## src/rtl/bcd2bin_pkg.sv

```systemverilog
// Package: shared helpers for the packed decimal converter.
// Assumes the powers requested fit in 32 bits (exponent at most 9).
package bcd2bin_pkg;

    // Power of ten used as the multiplier of a merge level.
    function automatic int unsigned pow10(input int unsigned exp_n);
        int unsigned acc;
        acc = 1;
        for (int unsigned i = 0; i < exp_n; i++) begin
            acc = acc * 10;
        end
        return acc;
    endfunction

endpackage

```

## src/rtl/bcd_nybble_check.sv

```systemverilog
// Module: bcd_nybble_check
// Flags each lane that holds any nybble above nine. This is purely combinational.
// Assumes lanes are DIGITS nybbles wide and packed from bit 0 upward.
module bcd_nybble_check #(
    parameter int LANES  = 4,
    parameter int DIGITS = 8
) (
    input  logic [LANES*DIGITS*4-1:0] bcd,
    output logic [LANES-1:0]          bad
);
    localparam int LANE_W = DIGITS * 4;

    for (genvar l = 0; l < LANES; l++) begin : g_lane
        logic [DIGITS-1:0] digit_bad;
        for (genvar d = 0; d < DIGITS; d++) begin : g_digit
            // Compare one nybble against nine.
            assign digit_bad[d] = bcd[l*LANE_W + d*4 +: 4] > 4'd9;
        end
        // The lane is bad if any of its digits is bad.
        assign bad[l] = |digit_bad;
    end
endmodule

```

## src/rtl/bcd_merge_stage.sv

```systemverilog
// Module: bcd_merge_stage
// One registered merge level. Every FIELD_W-bit field becomes
// (upper half * MULT) + lower half, and the sideband error flags move along with the data.
// Assumes the result of each field fits in FIELD_W bits for legal digits.
module bcd_merge_stage #(
    parameter int          BUS_W   = 128,
    parameter int          FIELD_W = 8,
    parameter int unsigned MULT    = 10,
    parameter int          ERR_W   = 4
) (
    input  logic             clk,
    input  logic             rst_n,
    input  logic             in_valid,
    input  logic [BUS_W-1:0] in_data,
    input  logic [ERR_W-1:0] in_err,
    output logic             out_valid,
    output logic [BUS_W-1:0] out_data,
    output logic [ERR_W-1:0] out_err
);
    localparam int HALF_W   = FIELD_W / 2;
    localparam int N_FIELDS = BUS_W / FIELD_W;
    localparam logic [FIELD_W-1:0] MULT_C = FIELD_W'(MULT);

    logic [BUS_W-1:0] merged;

    for (genvar f = 0; f < N_FIELDS; f++) begin : g_field
        logic [FIELD_W-1:0] hi_ext;
        logic [FIELD_W-1:0] lo_ext;
        // Move the upper half down to the low bits and zero-extend the lower half.
        assign hi_ext = FIELD_W'(in_data[f*FIELD_W + HALF_W +: HALF_W]);
        assign lo_ext = FIELD_W'(in_data[f*FIELD_W +: HALF_W]);
        // Multiply the upper half by the constant and add the lower half.
        assign merged[f*FIELD_W +: FIELD_W] = hi_ext * MULT_C + lo_ext;
    end

    // Pipeline register. Flags are kept only while the data is valid.
    always_ff @(posedge clk) begin
        if (!rst_n) begin
            out_valid <= 1'b0;
            out_data  <= '0;
            out_err   <= '0;
        end else begin
            out_valid <= in_valid;
            out_data  <= merged;
            out_err   <= in_valid ? in_err : '0;
        end
    end
endmodule

```

## src/rtl/bcd_pack_to_bin.sv

```systemverilog
// Module: bcd_pack_to_bin (top)
// Converts LANES lanes of DIGITS packed decimal digits into binary. It uses
// log2(DIGITS) merge levels, each one register deep.
// Assumes DIGITS is a power of two and 10^DIGITS - 1 fits in the lane.
module bcd_pack_to_bin #(
    parameter int LANES  = 4,
    parameter int DIGITS = 8
) (
    input  logic                      clk,
    input  logic                      rst_n,
    input  logic                      in_valid,
    input  logic [LANES*DIGITS*4-1:0] in_bcd,
    output logic                      out_valid,
    output logic [LANES*DIGITS*4-1:0] out_bin,
    output logic [LANES-1:0]          out_err
);
    localparam int LANE_W = DIGITS * 4;
    localparam int BUS_W  = LANES * LANE_W;
    localparam int LEVELS = $clog2(DIGITS);

    logic [BUS_W-1:0] lvl_data  [0:LEVELS];
    logic             lvl_valid [0:LEVELS];
    logic [LANES-1:0] lvl_err   [0:LEVELS];
    logic [LANES-1:0] lane_bad;

    // Scan the incoming digits for values above nine.
    bcd_nybble_check #(.LANES(LANES), .DIGITS(DIGITS)) chk_u (
        .bcd (in_bcd),
        .bad (lane_bad)
    );

    // Feed the first level.
    assign lvl_data[0]  = in_bcd;
    assign lvl_valid[0] = in_valid;
    assign lvl_err[0]   = lane_bad;

    for (genvar k = 0; k < LEVELS; k++) begin : g_level
        bcd_merge_stage #(
            .BUS_W   (BUS_W),
            .FIELD_W (8 << k),
            .MULT    (bcd2bin_pkg::pow10(1 << k)),
            .ERR_W   (LANES)
        ) stage_u (
            .clk       (clk),
            .rst_n     (rst_n),
            .in_valid  (lvl_valid[k]),
            .in_data   (lvl_data[k]),
            .in_err    (lvl_err[k]),
            .out_valid (lvl_valid[k+1]),
            .out_data  (lvl_data[k+1]),
            .out_err   (lvl_err[k+1])
        );
    end

    // Drive the outputs from the last level.
    assign out_valid = lvl_valid[LEVELS];
    assign out_bin   = lvl_data[LEVELS];
    assign out_err   = lvl_err[LEVELS];
endmodule

```

## config.mk

```make
export PLATFORM = sky130hd
export DESIGN_NAME = bcd_pack_to_bin
export DESIGN_NICKNAME = d
export VERILOG_FILES = /design/src/rtl/bcd2bin_pkg.sv /design/src/rtl/bcd_nybble_check.sv /design/src/rtl/bcd_merge_stage.sv /design/src/rtl/bcd_pack_to_bin.sv
export SDC_FILE = /design/constraint.sdc
export NUM_CORES = 2
export LEC_CHECK = 0
export CAP_MARGIN = 5
export CELL_PAD_IN_SITES_DETAIL_PLACEMENT = 1
export CELL_PAD_IN_SITES_GLOBAL_PLACEMENT = 1
export CORE_MARGIN = 4
export CORE_UTILIZATION = 50
export DETAILED_ROUTE_END_ITERATION = 16
export DONT_BUFFER_PORTS = 1
export GPL_TIMING_DRIVEN = 0
export PLACE_DENSITY_LB_ADDON = 0.1
export SETUP_SLACK_MARGIN = 0.15
export SYNTH_ARGS = -nofsm -noshare
export SYNTH_HDL_FRONTEND = slang
export SYNTH_SLANG_ARGS = --single-unit
```

## constraint.sdc

```tcl
create_clock -name clk -period 7.75 [get_ports clk]
set_input_delay 1.55 -clock clk [delete_from_list [all_inputs] [get_ports clk]]
set_output_delay 1.55 -clock clk [all_outputs]
set_load 0.01 [all_outputs]
```

==> qor.csv <==
stage;metric;value;unit
global_routing;first-pass GRT wire length;157000;um
clock_network;CTS Buf Count;48;
critical_path;critical path required time;8.23;ns
synthesis;Synth top area share;24.9;%
floorplanning;Placeable Area;71500;um^2
synthesis;Post-synth ARST share;0;%
clock_network;htree depth;2;
clock_network;CTS tree;yes;
finish;Final nets;5174;
routing;Initial DRC Count;875;
status;outcome;completed;
critical_path;critical path, cell by cell;inv_1 -> fa_1 -> inv_1 -> ha_1 -> fa_1 -> ha_1 -> inv_1 -> fa_1 -> inv_1 -> ha_1 -> clkbuf_2 -> a21oi_1 -> o21ai_0 -> or4_1 -> a21oi_1 -> xnor2_1 -> nand3_1 -> or4_1 -> or3_1 -> mux2i_1;
synthesis;Post-synth EDFFs;0;
routing;DRC violations left;0;
routing;routed via count;27610;
placed_design;Post-DP HPWL;82000;um
synthesis;synth cell count leaders;ha_1 (717), inv_1 (658), dfxtp_1 (395);
power;PD cells;452;nW/um^2
floorplanning;area of the die;76400;um^2
critical_path;crit-path max FO;7;
critical_path;crit path DAT;6.82;ns
global_routing;grt met1 use;30.8;%
synthesis;leading cell type by number of instances after synthesis;ha_1;
critical_path;R2R setup slack;1.42;ns
timing;Final min period;6.33;ns
timing;max_slew headroom;10.1;%
floorplanning;Std-Cell Rows;98;
finish;Finished Cell Area;38900;um^2
critical_path;critical path launch point;g_level[1].stage_u.out_data[54];
timing;Fin Hold WS;0.431;ns
routing;DR WL/cell;19.2;um
synthesis;sequential share of the synthesized area;21.9;%
placed_design;routability congestion estimate from global placement;0.891;
floorplanning;Die Width;276;um
timing;worst slew pin tran;1.35;ns
clock_network;post-cts repair resize count;0;
critical_path;RR Endpoint;g_level[2].stage_u.out_data[59];
synthesis;Netlist cell types;80;
critical_path;WP depth;20;
floorplanning;starting density of the core;50.4;%
clock_network;post-CTS setup buffers;0;
finish;Non-Filler Instances;5115;
synthesis;Synth Area per Inst;8.87;um^2
floorplanning;Die Y;276;um
timing;Hold Violations, Final;0;
critical_path;Worst Path Class, Setup;flip-flop to flip-flop;
critical_path;reg2reg path depth;20;
synthesis;Syn Std Cell Area;36000;um^2
routing;antenna viol nets, final;0;
synthesis;Area contributors post-synth;ha_1 (25%), dfxtp_1 (22%), fa_1 (12%);
timing;final setup vio count;0;
global_routing;M2 GR Usage;45.2;%
clock_network;clk root buf;clkbuf_16;
timing;max-slew violations;0;
global_routing;largest net degree at the start of global routing;15;
critical_path;CP max stage delay;0.56;ns
floorplanning;I/O pins;264;
routing;router iterations before antenna repair;5;
global_routing;grt ovf;0;
synthesis;Cells after Synth;4065;
global_routing;global route hottest layer;met2;
placed_design;dpl cells;5018;
critical_path;crit end category;flip-flop;
critical_path;worst setup path end;g_level[2].stage_u.out_data[59];
global_routing;vias in the first global route;29498;
critical_path;CP startpoint kind;flip-flop;
timing;Clock Skew;0.0164;ns
critical_path;worst path bufs/invs;5;
timing;period utilisation layout;81.7;%
synthesis;YS warnings;0;
timing;achievable frequency;158;MHz
min_path;hold crit path type;flip-flop to flip-flop;
clock_network;CTS max path bufs;3;
global_routing;Total Routing Usage GR;25.5;%
global_routing;GR Layer Usage met3;5.66;%
finish;Area Overhead vs Synth;8.08;%
placed_design;Placed Area;37200;um^2
critical_path;CP dominant cell by count;inv_1;
finish;share of cells above drive strength 1;3.15;%
critical_path;Top Family by Delay on Critical Path;adder cells;
placed_design;port bufs;0;
synthesis;top_reg_cell synth;dfxtp_1;
run;# Max-Cap Violations;0;
global_routing;initial antenna violation count;13;
power;peak supply drop;308;uV
routing;Vias/cell;5.40;
timing;TNS Setup;0;ns
finish;Final Core Density;54.5;%
clock_network;CTS Hold Bufs;0;
synthesis;Seq cells post-synth;395;
clock_network;clk_lat worst skew;0.60;ns
routing;DRT Wirelength;98000;um
timing;RSZ-0062 raised after global routing;no;
critical_path;RR Startpoint;g_level[1].stage_u.out_data[54];
clock_network;clk slew on worst S/H paths;0.07;ns
power;leakage power;19.8;nW
clock_network;CTS sink cnt;395;
finish;fill count;8395;
synthesis;Yosys top cell by area;ha_1;
critical_path;Slowest-stage cell, CP;fa_1;
final cells by class:
cell class                 count  area, um^2  area share [%]
antenna                        7        17.5          0.0450
buffer                        64         264           0.678
clock buffer                  50        1230            3.15
clock inverter                40         462            1.19
inverter                     658        2470            6.34
multi-input combinational   2951       25400            65.2
sequential                   395        7910            20.3
tap                          950        1190            3.05
per-stage QoR:
stage	power [mW]	setup WS (ns)
finish	17.6	1.42
CTS	17.8	1.41
global route	19.7	0.999
detailed placement	15.3	1.46
global placement	14.8	1.53
floorplan	12.3	2.27
cells by family after synthesis:
family	after synthesis	synth area share, %
other cells	1	0.0104
fa+ha+maj	925	36.4
mux	9	0.253
simple gates	1039	14.8
xor+xnor	292	7.10
buf+inv	722	7.58
flops	395	21.9
compound gates	682	11.8
routing by layer:
metal / share of wire (%) / up-vias
met2: 48 / 421
li1: - / 13732
met5: 0.013 / -
met4: 3.7 / 2
met1: 42 / 13306
met3: 5.6 / 149
power breakdown:
group | switching [mW] | internal (mW) | leakage [nW] | total, mW
Combinational | 7.48 | 4.89 | 15.8 | 12.4
Clock | 1.01 | 1.38 | 0.802 | 2.39
Sequential | 0.370 | 2.47 | 3.26 | 2.84
Total | 8.86 | 8.75 | 19.8 | 17.6
sequential cells by signal, indices dropped and copies added (netlist names):
name / cells
g_level.stage_u.out_data: 380
g_level.stage_u.out_err: 12
g_level.stage_u.out_valid: 3
how the worst min path moves through the flow:
stage | from | end | slack (ns) | depth (start not counted)
floorplan | g_level[0].stage_u.out_data[0] | g_level[1].stage_u.out_data[0] | 0.41 | 1
global placement | g_level[0].stage_u.out_data[33] | g_level[1].stage_u.out_data[33] | 0.41 | 1
detailed placement | g_level[1].stage_u.out_data[96] | g_level[2].stage_u.out_data[96] | 0.42 | 1
CTS | g_level[1].stage_u.out_data[1] | g_level[2].stage_u.out_data[1] | 0.43 | 1
global route | g_level[1].stage_u.out_data[96] | g_level[2].stage_u.out_data[96] | 0.45 | 1
finish | g_level[0].stage_u.out_data[81] | g_level[1].stage_u.out_data[81] | 0.43 | 1
placed cells by master, fill, tap and decap left out, types with 117 or more instances in the layout:
cell type / netlist / layout
a21oi_1: 197 / 197
and2_1: 117 / 117
dfxtp_1: 395 / 395
fa_1: 208 / 208
ha_1: 717 / 717
inv_1: 658 / 658
nand2_1: 147 / 147
nor2_1: 308 / 308
o21ai_0: 183 / 183
xnor2_1: 125 / 125
xor2_1: 167 / 167
No activity file was read; power rests on OpenSTA's default activity.
